===== src/rtl/tmr_pkg.sv =====
package tmr_pkg;

  typedef enum logic [2:0] {
    REG_CTRL    = 3'd0,
    REG_COUNT   = 3'd1,
    REG_RELOAD  = 3'd2,
    REG_IRQEN   = 3'd3,
    REG_IRQSTAT = 3'd4
  } regSel_e;

  localparam int CTRL_RUN_BIT  = 0;
  localparam int CTRL_AUTO_BIT = 1;

  // strobes from control to datapath
  typedef struct packed {
    logic countEn;
    logic loadCount;
    logic loadReload;
    logic autoReload;
  } dpStrobe_t;

endpackage


===== src/rtl/tmr_datapath.sv =====
module tmr_datapath
  import tmr_pkg::*;
#(
  parameter int CNT_W = 32
) (
  input  logic             clk,
  input  logic             rstN,
  input  dpStrobe_t        stb,
  input  logic [CNT_W-1:0] wrData,
  output logic [CNT_W-1:0] cntVal,
  output logic [CNT_W-1:0] reloadVal,
  output logic             wrapHit
);

  localparam logic [CNT_W-1:0] CNT_MAX = '1;
  localparam logic [CNT_W-1:0] CNT_ONE = {{(CNT_W-1){1'b0}}, 1'b1};

  logic [CNT_W-1:0] cntNext;

  assign wrapHit = stb.countEn && (cntVal == CNT_MAX);

  always_comb begin
    cntNext = cntVal;
    if (stb.loadCount) begin
      cntNext = wrData;
    end else if (stb.countEn) begin
      if (cntVal == CNT_MAX) begin
        cntNext = stb.autoReload ? reloadVal : '0;
      end else begin
        cntNext = cntVal + CNT_ONE;
      end
    end
  end

  always_ff @(posedge clk or negedge rstN) begin
    if (!rstN) begin
      cntVal    <= '0;
      reloadVal <= '0;
    end else begin
      cntVal <= cntNext;
      if (stb.loadReload) reloadVal <= wrData;
    end
  end

endmodule


===== src/rtl/tmr_ctrl.sv =====
module tmr_ctrl
  import tmr_pkg::*;
#(
  parameter int CNT_W       = 32,
  parameter int SYNC_STAGES = 2
) (
  input  logic             clk,
  input  logic             rstN,
  input  logic             regWrEn,
  input  logic [2:0]       regAddr,
  input  logic [1:0]       wrBits,
  input  logic [CNT_W-1:0] cntVal,
  input  logic [CNT_W-1:0] reloadVal,
  input  logic             wrapHit,
  output dpStrobe_t        stb,
  output logic [CNT_W-1:0] regRdData,
  output logic             irq,
  output logic             runBit,
  output logic             autoBit,
  output logic             irqStat,
  output logic             irqEn
);

  logic wrCtrl, wrCount, wrReload, wrIrqEn, wrIrqStat;
  logic runSynced;

  assign wrCtrl    = regWrEn && (regAddr == REG_CTRL);
  assign wrCount   = regWrEn && (regAddr == REG_COUNT);
  assign wrReload  = regWrEn && (regAddr == REG_RELOAD);
  assign wrIrqEn   = regWrEn && (regAddr == REG_IRQEN);
  assign wrIrqStat = regWrEn && (regAddr == REG_IRQSTAT);

  // start synchronisation pipeline
  generate
    if (SYNC_STAGES <= 1) begin : g_sync1
      logic runQ;
      always_ff @(posedge clk or negedge rstN) begin
        if (!rstN) runQ <= 1'b0;
        else       runQ <= runBit;
      end
      assign runSynced = runQ;
    end else begin : g_syncN
      logic [SYNC_STAGES-1:0] runPipe;
      always_ff @(posedge clk or negedge rstN) begin
        if (!rstN) runPipe <= '0;
        else       runPipe <= {runPipe[SYNC_STAGES-2:0], runBit};
      end
      assign runSynced = runPipe[SYNC_STAGES-1];
    end
  endgenerate

  always_ff @(posedge clk or negedge rstN) begin
    if (!rstN) begin
      runBit  <= 1'b0;
      autoBit <= 1'b0;
      irqEn   <= 1'b0;
      irqStat <= 1'b0;
    end else begin
      if (wrCtrl) begin
        runBit  <= wrBits[CTRL_RUN_BIT];
        autoBit <= wrBits[CTRL_AUTO_BIT];
      end else if (wrapHit && !autoBit) begin
        runBit <= 1'b0;
      end
      if (wrIrqEn) irqEn <= wrBits[0];
      if (wrapHit) begin
        irqStat <= 1'b1;
      end else if (wrIrqStat && wrBits[0]) begin
        irqStat <= 1'b0;
      end
    end
  end

  always_comb begin
    stb.countEn    = runBit && runSynced;
    stb.loadCount  = wrCount;
    stb.loadReload = wrReload;
    stb.autoReload = autoBit;
  end

  assign irq = irqStat && irqEn;

  always_comb begin
    unique case (regAddr)
      REG_CTRL:    regRdData = CNT_W'({autoBit, runBit});
      REG_COUNT:   regRdData = cntVal;
      REG_RELOAD:  regRdData = reloadVal;
      REG_IRQEN:   regRdData = CNT_W'(irqEn);
      REG_IRQSTAT: regRdData = CNT_W'(irqStat);
      default:     regRdData = '0;
    endcase
  end

endmodule


===== src/rtl/tmr_up_counter.sv =====
module tmr_up_counter
  import tmr_pkg::*;
#(
  parameter int CNT_W       = 32,
  parameter int SYNC_STAGES = 2
) (
  input  logic             clk,
  input  logic             rstN,
  input  logic             regWrEn,
  input  logic [2:0]       regAddr,
  input  logic [CNT_W-1:0] regWrData,
  output logic [CNT_W-1:0] regRdData,
  output logic             irq
);

  dpStrobe_t        stb;
  logic [CNT_W-1:0] cntVal;
  logic [CNT_W-1:0] reloadVal;
  logic             wrapHit;
  logic             runBit, autoBit, irqStat, irqEn;

  tmr_ctrl #(
    .CNT_W      (CNT_W),
    .SYNC_STAGES(SYNC_STAGES)
  ) u_ctrl (
    .clk       (clk),
    .rstN      (rstN),
    .regWrEn   (regWrEn),
    .regAddr   (regAddr),
    .wrBits    (regWrData[1:0]),
    .cntVal    (cntVal),
    .reloadVal (reloadVal),
    .wrapHit   (wrapHit),
    .stb       (stb),
    .regRdData (regRdData),
    .irq       (irq),
    .runBit    (runBit),
    .autoBit   (autoBit),
    .irqStat   (irqStat),
    .irqEn     (irqEn)
  );

  tmr_datapath #(
    .CNT_W(CNT_W)
  ) u_dp (
    .clk       (clk),
    .rstN      (rstN),
    .stb       (stb),
    .wrData    (regWrData),
    .cntVal    (cntVal),
    .reloadVal (reloadVal),
    .wrapHit   (wrapHit)
  );

endmodule


===== config.mk =====
export PLATFORM = sky130hd
export DESIGN_NAME = tmr_up_counter
export DESIGN_NICKNAME = d
export VERILOG_FILES = /design/src/rtl/tmr_pkg.sv /design/src/rtl/tmr_datapath.sv /design/src/rtl/tmr_ctrl.sv /design/src/rtl/tmr_up_counter.sv
export SDC_FILE = /design/constraint.sdc
export NUM_CORES = 1
export LEC_CHECK = 0
export BUFFER_PORTS_ARGS = -buffer_cell sky130_fd_sc_hd__clkbuf_2
export CORE_UTILIZATION = 50
export CTS_CLUSTER_DIAMETER = 120
export DETAILED_ROUTE_END_ITERATION = 8
export GPL_ROUTABILITY_DRIVEN = 0
export PLACE_DENSITY = 0.85
export SLEW_MARGIN = 0
export SYNTH_ARGS = -nofsm -noshare
export SYNTH_HDL_FRONTEND = slang
export SYNTH_HIERARCHICAL = 1
export SYNTH_SLANG_ARGS = --single-unit

===== constraint.sdc =====
create_clock -name clk -period 2.3 [get_ports clk]
set_input_delay 0.115 -clock clk [delete_from_list [all_inputs] [get_ports clk]]
set_output_delay 0.115 -clock clk [all_outputs]
set_load 0.02 [all_outputs]

; ---- Yosys cells after proc, flatten, opt, wreduce, memory -nomap -nowiden
; Index checks and enable logic that the tools add are counted.
[classes]
addsub = 1
n_eq_ne = 5
muxes = 9
n_reduce_logical = 15
[ops]
columns = operator, count
row1 = $pmux W32 S5, 1
row2 = $mux W32, 4
row3 = $add A32 B1 Y32 const B, 1
row4 = $eq A32 B32 Y1 const B, 1
row5 = $logic_and A1 B1 Y1, 10
row6 = $eq A3 B2 Y1 const B, 2
row7 = $reduce_bool A2 Y1, 3
row8 = $mux W1, 4
row9 = $eq A3 B1 Y1 const B, 1
row10 = $eq A3 B3 Y1 const B, 1
row11 = $logic_not A3 Y1, 1
row12 = $logic_not A1 Y1, 1
[totals]
ff_bits = 70
in_bits = 38
out_inout_bits = 33
wordCells = 37

; ---- Longest topological paths before layout
; Gate-level depths: netlist of run 1.
[logic_depth]
ltp_word = 5
ltp_mapped = 12
mapped_depth_nobuf = 8

; ---- Hierarchy
; The synthesis of run 1 kept the hierarchy.
[by_module_without_submodules]
columns = mod, n_inst, cells_each, area_each_um2
row1 = tmr_datapath, 1, 375, 3659.8
row2 = tmr_ctrl, 1, 75, 698.2

; ---- Worst setup path after synthesis of run 1
; No wires, ideal clock.
[synth_path]
path_kind = flip-flop to flip-flop
from = register u_dp.cntVal[0]
to = register u_ctrl.runBit
arrival_time_ns = 2.265
setup_slack_ns = -0.102
stages_incl_launch_ff = 13
path_cell_list = dfrtp_1 ha_1 nand3_4 nand2b_4 buf_6 or4_4 buf_6 buf_6 buf_8 nor2_1 inv_1 o21ai_0 o21ai_0
[synth_via]
elab_chain_len = 4
[synth_rtl]
columns = element, line_no
row1 = from (decl), tmr_datapath.sv:10  ; output logic [CNT_W-1:0] cntVal,
row2 = from (signal assigned), tmr_datapath.sv:40  ; cntVal <= cntNext;
row3 = $eq A32 B32 Y1, tmr_datapath.sv:20  ; assign wrapHit = stb.countEn && (cntVal == CNT_MAX);
row4 = $logic_and A1 B1 Y1, tmr_datapath.sv:20
row5 = via wrapHit, tmr_up_counter.sv:19  ; logic wrapHit;
row6 = $logic_and A1 B1 Y1, tmr_ctrl.sv:62  ; end else if (wrapHit && !autoBit) begin
row7 = $reduce_bool A2 Y1 (no source line), --
row8 = to (signal assigned), tmr_ctrl.sv:60  ; runBit <= wrBits[CTRL_RUN_BIT];
row9 = to (decl), tmr_ctrl.sv:18  ; output logic runBit,
; The timed path passes the listed nets, and every way through them passes these cells.
; A chain may end at the register's enable or synchronous reset.

; ---- Final worst setup path of run 1
[layout_path]
from = register u_dp.cntVal[25]
to = register u_dp.cntVal[3]
[layout_via]
elab_chain_len = 4
[layout_rtl]
columns = element, line_no
row1 = $eq A32 B32 Y1, tmr_datapath.sv:27  ; if (cntVal == CNT_MAX) begin
row2 = $mux W32, tmr_datapath.sv:27
row3 = $mux W32, tmr_datapath.sv:26  ; end else if (stb.countEn) begin
row4 = $mux W32, tmr_datapath.sv:24  ; if (stb.loadCount) begin
; Every way passes these cells. The select of a mux whose other input is x is not followed.

==> results.ini, run 1 <==
[outcome]
status = finished clean

[final_layout]
nNetsFinal = 571
n_fill_cell = 677
utilization_pct = 62.54
drive_gt1_share_pct = 31.28
n_antenna_cell = 0
area_delta_synth_final_pct = 19.70

[floorplanning]
start_util_pct = 52.25
coreArea_um2 = 8341
die_h_um = 95.36
die-area_um2 = 9094
fp-row-count = 33
pin_count = 71
die_x_um = 95.36

[pwr]
vdd_ir_drop_max_mv = 0.4687
power_density_nw_per_um2 = 944.5
p_leak_nw = 2.240

[critical_path]
cpPeakStageDelay_ps = 570
path_buf_inv = 0
cp.required_ps = 2530
crit_fanout = 7
worstRegToRegCells = 5
regToRegStartpoint = u_dp/cntVal[25]$_DFFE_PN0P_
cp-start-kind = flop
path_cells = and4_1 -> nand4_1 -> or4_4 -> mux2i_1 -> a221o_1
reg2reg_slack_ps = 40
crit_path_end_kind = flop
crit_arrival_ps = 2490
path_class = reg2reg
cp.depth = 5
cp_top_family = simple AND/OR/NAND/NOR gates
critPathSlowestCell = or4_4
r2r_end = u_dp/cntVal[3]$_DFFE_PN0P_

[synth]
ys_seq_elements = 70
synth_ff_type = dfrtp_1
async_flop_share_pct = 100.0
ys_warn_count = 6
netlist_top_cells_count = dfrtp_1 (70), nand2_1 (37), mux2_2 (31)
synthDominantCellAreaShare_pct = 40.20
synth_area_um2 = 4358
synth.most_common_cell = dfrtp_1
yosys.area.top_type = dfrtp_1
yosysSeqAreaShare_pct = 40.20
synthCells = 450
synth_nets = 489
syn_avg_cell_area_um2 = 9.684
ys_types = 59
synth_edf_count = 0
synthTopCellsByArea = dfrtp_1 (40%), mux2_2 (8.0%), a22o_1 (6.0%)

[drt]
drtIter0Drc = 411
wl_per_cell_um = 18.73
post-route-drc-count = 0
vias = 4135
ant_nets = 0
wirelength_um = 12020
vias_per_cell = 6.441
dr.pass1.iters = 5

[clocking]
cts_tree = built
path_clk_slew_ps = 80
insertion_delay_ps = 360
cts_max_path_buffers = 2
cts_sinks = 70
cts_buffers = 9
cts_max_level = 3
root_buffer = clkbuf_8

[timing]
period_minus_slack_ps = 2255
final_hold_viol_count = 0
slew_headroom_pct = 66.71
worst_pin_slew_ps = 494.7
setup-violations-final = 0
rsz0062_at_grt = false
hold_ws_ps = 2.822
drv_slew = 0
max_freq_mhz = 443.4
setup_tns_ps = 0
skew_ps = 14.51
min_period_over_period_pct = 98.06

[worst_hold_path]
worst_hold_path.endpoint = u_dp/reloadVal[4]$_DFFE_PN0P_
min_path_type = in2reg
min_path_cells = 2
hold_start = regWrData[4]

[flow_run]
drv_cap = 0

[global_routing]
grt_remaining_overflow = 0
grt_use_total_pct = 28.08
grt_pass1_wl_um = 19160
grt_pass1_vias = 3872
grt_max_degree = 37
antenna_found_initial = 0

[placed_design]
post-dp-hpwl_um = 8078
port_buffers = 70

==> area by class of cell <==
cell class	count	area, um^2	area share [%]
repair buffers	107	658.1	12.62
flip-flops and latches	70	1753	33.61
clock inverters	6	108.9	2.087
multi-input cells	334	2390	45.81
well taps	105	131.4	2.519
inverters	10	37.54	0.7196
clock buffers	10	137.6	2.639
==> routing by layer <==
| layer | vias up | wire [um] | track usage (%) |
|---|---|---|---|
| met5 | - | 0 | 0 |
| met4 | 0 | 327 | 13.01 |
| met3 | 33 | 1037 | 4.545 |
| met2 | 250 | 5619 | 43.04 |
| met1 | 1997 | 5038 | 38.84 |
| li1 | 1855 | - | - |
==> stage by stage <==
stage | std cells | total power, W | area [um^2] | worst slack (ps)
4_1_cts | 635 | 0.004889 | 5146 | 71.12
6_report | 642 | 0.004927 | 5216 | 44.62
5_1_grt | 642 | 0.005196 | 5216 | 17.93
3_3_place_gp | 616 | 0.003557 | 4870 | 168.5
2_1_floorplan | 450 | 0.003085 | 4374 | 9.313
3_5_place_dp | 616 | 0.003645 | 4870 | 92.25
==> state kept, by name, indices dropped and copies added (netlist names) <==
| signal | count |
|---|---|
| u_ctrl/autoBit | 1 |
| u_ctrl/g_syncN.runPipe | 2 |
| u_ctrl/irqEn | 1 |
| u_ctrl/irqStat | 1 |
| u_ctrl/runBit | 1 |
| u_dp/cntVal | 32 |
| u_dp/reloadVal | 32 |
==> cell families after synthesis <==
family / synth area share [%]
AOI/OAI and AO/OA: 19.50
xor gates and xnor gates: 4.220
adders and majority gates: 0.2871
buffers and inverters: 5.800
DFF: 40.20
muxes: 9.647
and+or+nand+nor: 20.36
==> where the power goes <==
part           total, W  switching (W)  leakage (nW)  internal, W
Sequential      0.00203       0.000434         0.816      0.00159
Combinational   0.00167       0.000875          1.30     0.000794
Clock           0.00123       0.000483         0.126     0.000748
==> worst reg2reg max path: stages, from the launching register on <==
cell,delay (ps)
dfrtp_1,430
and4_1,370
nand4_1,260
or4_4,570
mux2i_1,170
a221o_1,330
==> cells in the final DEF, fill, tap and decap left out, types with 4 or more instances in the layout <==
cell,Yosys,layout
dlygate4sd3_1,0,7
mux2i_1,6,6
nand4_1,9,9
clkbuf_2,0,69
xnor2_1,11,11
dfrtp_1,70,69
nand2_1,37,37
nor2_1,18,17
a31oi_1,13,13
a21oi_1,15,15
clkbuf_8,0,10
buf_4,4,29
and4_1,5,5
o21ai_0,25,25
nand3_1,20,20
nor3_1,8,8
o31ai_1,4,4
inv_1,10,10
nor4_1,8,8
and3_1,13,13
a211oi_1,6,6
and2_1,7,7
xor2_1,10,10
a22o_1,30,30
mux2_2,31,31
or3_1,13,13
==> worst max-delay path by stage <==
stage / from / to / slack [ps]
detailed placement: u_dp/cntVal[25]$_DFFE_PN0P_ / u_dp/cntVal[3]$_DFFE_PN0P_ / 90
CTS: u_dp/cntVal[25]$_DFFE_PN0P_ / u_dp/cntVal[3]$_DFFE_PN0P_ / 70
floorplan: u_dp/cntVal[1]$_DFFE_PN0P_ / u_ctrl/runBit$_DFFE_PN0P_ / 9
global placement: u_dp/cntVal[0]$_DFFE_PN0P_ / u_dp/cntVal[3]$_DFFE_PN0P_ / 170
finish: u_dp/cntVal[25]$_DFFE_PN0P_ / u_dp/cntVal[3]$_DFFE_PN0P_ / 40
global route: u_dp/cntVal[25]$_DFFE_PN0P_ / u_dp/cntVal[3]$_DFFE_PN0P_ / 20
==> timing repair <==
item	4_1_cts	5_1_grt
endpoints found under the setup margin	0	3
setup buffers	0	2
hold buffers	3	4
resized for setup	0	1
hold endpoints to repair	31	4
(Power assumes the default switching activity.)
==> inputs of run 2 (changes only) <==
--- a/config.mk
+++ b/config.mk
@@ -5,7 +5,7 @@
 export SDC_FILE = /design/constraint.sdc
 export NUM_CORES = 1
 export LEC_CHECK = 0
-export BUFFER_PORTS_ARGS = -buffer_cell sky130_fd_sc_hd__clkbuf_2
+export BUFFER_PORTS_ARGS = -buffer_cell sky130_fd_sc_hd__buf_2
 export CORE_UTILIZATION = 50
 export CTS_CLUSTER_DIAMETER = 120
 export DETAILED_ROUTE_END_ITERATION = 8
==> run 2 against run 1 <==
Net effect:
- routed wire length grew 2.8%
- clock skew shrank 8.6 ps
- die area is the same
- sequential share of layout area shrank 0.10 points
- critical path type unchanged
- largest cell class unchanged
- highest routed layer unchanged
==> results.ini, run 2 (same netlist as run 1, synthesis figures left out) <==
[outcome]
status = finished clean

[clocking]
path_clk_slew_ps = 80
cts_sinks = 70
cts_tree = built
cts_max_level = 3
cts_max_path_buffers = 2
root_buffer = clkbuf_8
cts_buffers = 9
insertion_delay_ps = 360

[timing]
drv_slew = 0
period_minus_slack_ps = 2194
max_freq_mhz = 455.7
setup-violations-final = 0
setup_tns_ps = 0
slew_headroom_pct = 55.47
final_hold_viol_count = 0
worst_pin_slew_ps = 658.6
rsz0062_at_grt = false
min_period_over_period_pct = 95.41
hold_ws_ps = 6.305
skew_ps = 5.888

[final_layout]
largestRegisters = u_dp/cntVal (32), u_dp/reloadVal (32), u_ctrl/g_syncN.runPipe (2)
n_antenna_cell = 0
area_delta_synth_final_pct = 20.15
multi_input_area_um2 = 2376
utilization_pct = 62.78
final_cell_mix = buf_2 (70), dfrtp_1 (68), nand2_1 (37), mux2_2 (31), a22o_1 (30)
regArea_um2 = 1754
layout.cells.most_common = buf_2
drive_gt1_share_pct = 30.88
nNetsFinal = 578
final_cells = 649
n_fill_cell = 697

[critical_path]
worstRegToRegCells = 6
regToRegStartpoint = u_dp/cntVal[0]$_DFFE_PN0P_
cp-start-kind = flop
cp.depth = 6
crit_fanout = 8
cp.required_ps = 2540
crit_arrival_ps = 2430
path_cells = ha_4 -> nand3_4 -> nand2b_4 -> or4_4 -> mux2i_1 -> a221o_1
path_class = reg2reg
cpPeakStageDelay_ps = 630
critPathSlowestCell = or4_4
crit_path_end_kind = flop
cp_top_family = simple AND/OR/NAND/NOR gates
path_buf_inv = 0
r2r_end = u_dp/cntVal[5]$_DFFE_PN0P_
reg2reg_slack_ps = 110
critPathLaunch = u_dp/cntVal[0]$_DFFE_PN0P_

[placed_design]
post-dp-hpwl_um = 8343
port_buffers = 70
dp_cells = 617

[drt]
vias = 4139
wl_met3_um = 988
vias_per_cell = 6.378
dr.pass1.iters = 5
post-route-drc-count = 0
ant_nets = 0
wirelength_um = 12360
wl_per_cell_um = 19.04
drtIter0Drc = 400
wl_met2_um = 5856
maxUsedRoutingLayer = met4
wl_met1_um = 5257

[global_routing]
grt_pass1_vias = 4130
antenna_found_initial = 0
grt_use_total_pct = 29.43
grt_remaining_overflow = 0
grt_max_degree = 35
grt_pass1_wl_um = 20350

[worst_hold_path]
min_path_type = in2reg
worst_hold_path.endpoint = u_dp/reloadVal[10]$_DFFE_PN0P_
hold_start = regWrData[10]
min_path_cells = 2

[pwr]
power_w = 0.004751
vdd_ir_drop_max_mv = 0.5126
power_density_nw_per_um2 = 907.3
p_leak_nw = 2.263

[floorplanning]
fp-row-count = 33
start_util_pct = 52.25
coreArea_um2 = 8341
die-area_um2 = 9094
pin_count = 71
die_h_um = 95.36
die_x_um = 95.36

[flow_run]
drv_cap = 0

[run 2: cell count changes in the layout (fill, tap and decap cells not counted), sizes merged]
cell / before / now
buf: 31 / 100
bufinv: 3 / 1
clkbuf: 79 / 10
clkinv: 3 / 4
clkinvlp: 0 / 1
dlygate4sd3: 7 / 15
or4: 2 / 1
[run 2: how the worst max path moves through the flow]
stage,to,slack [ps]
2_1_floorplan,u_ctrl/runBit$_DFFE_PN0P_,9
3_3_place_gp,u_dp/cntVal[3]$_DFFE_PN0P_,170
3_5_place_dp,u_dp/cntVal[5]$_DFFE_PN0P_,60
4_1_cts,u_dp/cntVal[5]$_DFFE_PN0P_,60
5_1_grt,u_ctrl/runBit$_DFFE_PN0P_,30
6_report,u_dp/cntVal[5]$_DFFE_PN0P_,110
[run 2: timing repair]
item,in CTS,in global routing
hold buffers,14,1
gates resized for setup,0,2
setup endpoints to repair,0,3
endpoints found under the hold margin,32,1
buffers inserted,0,1
[run 2: report_power, final]
group	total, W	internal [W]	switching [W]	leakage (nW)
Clock	0.00102	0.000526	0.000490	0.102
Combinational	0.00170	0.000809	0.000892	1.35
Sequential	0.00203	0.00159	0.000439	0.814
[run 2: layer usage]
layer	up-vias	global-route usage, %
li1	1855	-
met1	2023	39.76
met2	231	46.25
met3	30	5.821
met4	0	11.87
met5	-	0
[run 2: worst register-to-register path, cell delays in order, from the launching register on]
cell and delay (ps):
dfrtp_2 460, ha_4 180, nand3_4 110, nand2b_4 210
or4_4 630, mux2i_1 160, a221o_1 330
[run 2: final cells by class]
cell class | instances | area share [%]
multi-input cells | 333 | 45.38
clock inverters | 6 | 1.171
clock buffers | 10 | 2.628
flip-flops and latches | 70 | 33.50
repair buffers | 115 | 14.10
inverters | 10 | 0.7168
well taps | 105 | 2.509
[run 2: per-stage QoR]
| stage | worst slack (ps) | cell area [um^2] |
|---|---|---|
| 2_1_floorplan | 9.313 | 4374 |
| 3_3_place_gp | 168.5 | 4877 |
| 3_5_place_dp | 58.46 | 4877 |
| 4_1_cts | 56.89 | 5216 |
| 5_1_grt | 27.45 | 5236 |
| 6_report | 105.6 | 5236 |
==> inputs of run 3 (changes only) <==
--- a/config.mk
+++ b/config.mk
@@ -7,10 +7,11 @@
 export LEC_CHECK = 0
 export BUFFER_PORTS_ARGS = -buffer_cell sky130_fd_sc_hd__buf_2
 export CORE_UTILIZATION = 50
+export CTS_BUF_LIST = sky130_fd_sc_hd__clkbuf_16
 export CTS_CLUSTER_DIAMETER = 120
 export DETAILED_ROUTE_END_ITERATION = 8
 export GPL_ROUTABILITY_DRIVEN = 0
-export PLACE_DENSITY = 0.85
+export PLACE_DENSITY = 0.74
 export SLEW_MARGIN = 0
 export SYNTH_ARGS = -nofsm -noshare
 export SYNTH_HDL_FRONTEND = slang
==> constraint.sdc (replaced) <==
create_clock -name clk -period 2.2 [get_ports clk]
set_input_delay 0.11 -clock clk [delete_from_list [all_inputs] [get_ports clk]]
set_output_delay 0.11 -clock clk [all_outputs]
set_load 0.02 [all_outputs]
==> run 3 against run 2 <==
Net effect:
- global-route usage is 0.29 points lower
- via count is 3.8% lower
- largest cell class unchanged
- sequential share of layout area is 0.87 points lower
- count of clock-buffer cells in the layout is 1 lower
- cell count stayed put
- clock skew is 0.96 ps lower
- register-to-register slack hardly changed
- critical endpoint is now u_dp/cntVal[3]$_DFFE_PN0P_
- combinational power is 15% higher
- routed wire length is 1.9% lower
- core utilization is 1.6 points higher
==> results.ini, run 3 (same netlist as run 1, synthesis figures left out) <==
[outcome]
status = finished clean

[final_layout]
layout.cells.most_common = buf_2
n_fill_cell = 698
area_delta_synth_final_pct = 23.26
nNetsFinal = 579
n_antenna_cell = 0
drive_gt1_share_pct = 33.27
largestRegisters = u_dp/cntVal (32), u_dp/reloadVal (32), u_ctrl/g_syncN.runPipe (2)
final_cell_mix = buf_2 (70), dfrtp_1 (69), buf_4 (42), nand2_1 (37), mux2_2 (31)

[timing]
drv_slew = 0
min_period_over_period_pct = 95.85
max_freq_mhz = 474.2
period_minus_slack_ps = 2109
skew_ps = 4.925
final_hold_viol_count = 0
worst_pin_slew_ps = 509.1
slew_headroom_pct = 65.98
rsz0062_at_grt = false
hold_ws_ps = 8.052
setup-violations-final = 0

[clocking]
cts_max_level = 3
post_cts_buffers = 0
cts_sinks = 70
path_clk_slew_ps = 60
insertion_delay_ps = 340
cts_tree = built
root_buffer = clkbuf_16
cts_buffers = 9
cts_max_path_buffers = 2

[global_routing]
grt_use_total_pct = 29.14
grt_pass1_wl_um = 20100
grt_pass1_vias = 3922
grt_remaining_overflow = 0
antenna_found_initial = 0
grt_max_degree = 71

[pwr]
power_density_nw_per_um2 = 1049
power_w = 0.005635
vdd_ir_drop_max_mv = 0.4641
p_leak_nw = 2.339

[critical_path]
path_cells = and4_2 -> nand4_1 -> or4_4 -> mux2i_1 -> a221o_1
cpPeakStageDelay_ps = 560
cp-start-kind = flop
cp.required_ps = 2420
path_class = reg2reg
path_buf_inv = 0
crit_path_end_kind = flop
crit_arrival_ps = 2320
critPathSlowestCell = or4_4
regToRegStartpoint = u_dp/cntVal[26]$_DFFE_PN0P_
reg2reg_slack_ps = 90
worstRegToRegCells = 5
cp_top_family = simple AND/OR/NAND/NOR gates
r2r_end = u_dp/cntVal[3]$_DFFE_PN0P_
crit_fanout = 7

[floorplanning]
die_x_um = 95.36
die-area_um2 = 9094
die_h_um = 95.36
fp-row-count = 33
pin_count = 71
coreArea_um2 = 8341
start_util_pct = 52.25

[drt]
vias = 3982
ant_nets = 0
wl_per_cell_um = 18.67
dr.pass1.iters = 5
vias_per_cell = 6.136
post-route-drc-count = 0
drtIter0Drc = 272
wirelength_um = 12120

[flow_run]
drv_cap = 0

[worst_hold_path]
min_path_cells = 3
hold_start = regWrData[31]
worst_hold_path.endpoint = u_dp/cntVal[31]$_DFFE_PN0P_
min_path_type = in2reg

[placed_design]
post-dp-hpwl_um = 8097
port_buffers = 70

[run 3: cell types whose count changed in the layout (fill, tap and decap cells not counted), moves of 2 or more]
cell and delta:
buf_4 +13, o21ai_1 +2, dlygate4sd3_1 -13, clkbuf_16 +9, clkinv_2 -2, bufinv_16 +2
o21ai_0 -2, clkbuf_8 -10
[run 3: worst max path at each step]
| stage | startpoint | cells past startpoint | slack (ps) | to |
|---|---|---|---|---|
| 3_5_place_dp | u_dp/cntVal[18]$_DFFE_PN0P_ | 5 | 150 | u_dp/cntVal[3]$_DFFE_PN0P_ |
| 2_1_floorplan | u_dp/cntVal[1]$_DFFE_PN0P_ | 12 | -50 | u_ctrl/runBit$_DFFE_PN0P_ |
| 6_report | u_dp/cntVal[26]$_DFFE_PN0P_ | 5 | 90 | u_dp/cntVal[3]$_DFFE_PN0P_ |
| 3_3_place_gp | u_dp/cntVal[1]$_DFFE_PN0P_ | 6 | 220 | u_dp/cntVal[5]$_DFFE_PN0P_ |
| 5_1_grt | u_dp/cntVal[27]$_DFFE_PN0P_ | 5 | 10 | u_dp/cntVal[3]$_DFFE_PN0P_ |
| 4_1_cts | u_dp/cntVal[26]$_DFFE_PN0P_ | 5 | 90 | u_dp/cntVal[3]$_DFFE_PN0P_ |
[run 3: layer usage]
layer | share of wire (%) | up-vias | global-route usage [%]
li1 | - | 1867 | -
met1 | 44 | 1939 | 39.05
met2 | 47 | 163 | 46.67
met3 | 6.8 | 13 | 6.619
met4 | 1.5 | 0 | 9.091
met5 | 0 | - | 0
[run 3: where the power goes]
group	switching, W	internal [W]	leakage (nW)	total [W]
Sequential	0.000359	0.00167	0.816	0.00203
Clock	0.000559	0.00110	0.161	0.00166
Combinational	0.00102	0.000930	1.36	0.00195
[run 3: what timing repair did]
action,CTS,global route
hold endpoints to repair,71,0
resized for setup,0,2
setup endpoints to repair,0,5
hold buffers,2,0
[run 3: layout make-up]
class / count / area, um^2 / area share [%]
clock buffer: 9 / 225.2 / 4.193
tap: 105 / 131.4 / 2.446
sequential: 70 / 1753 / 32.63
multi-input combinational: 333 / 2387 / 44.44
inverter: 10 / 37.54 / 0.6988
clock inverter: 6 / 111.4 / 2.073
timing repair buffer: 116 / 725.7 / 13.51
[run 3: metrics by stage]
step	setup WS [ps]	instances	util, %	TNS [ps]	area [um^2]
final	91.36	649	64.40	0	5371
after floorplan	-52.36	450	-	-52.36	4379
after CTS	94.01	649	64.31	0	5364
after global placement	218.2	632	60.04	0	5007
after detailed placement	150.3	632	60.04	0	5007
after global routing	13.63	649	64.40	0	5371
[run 3: worst min-delay path, stage by stage]
cell and delay, ps:
buf_2 100, nand2_1 50, nand3_1 50
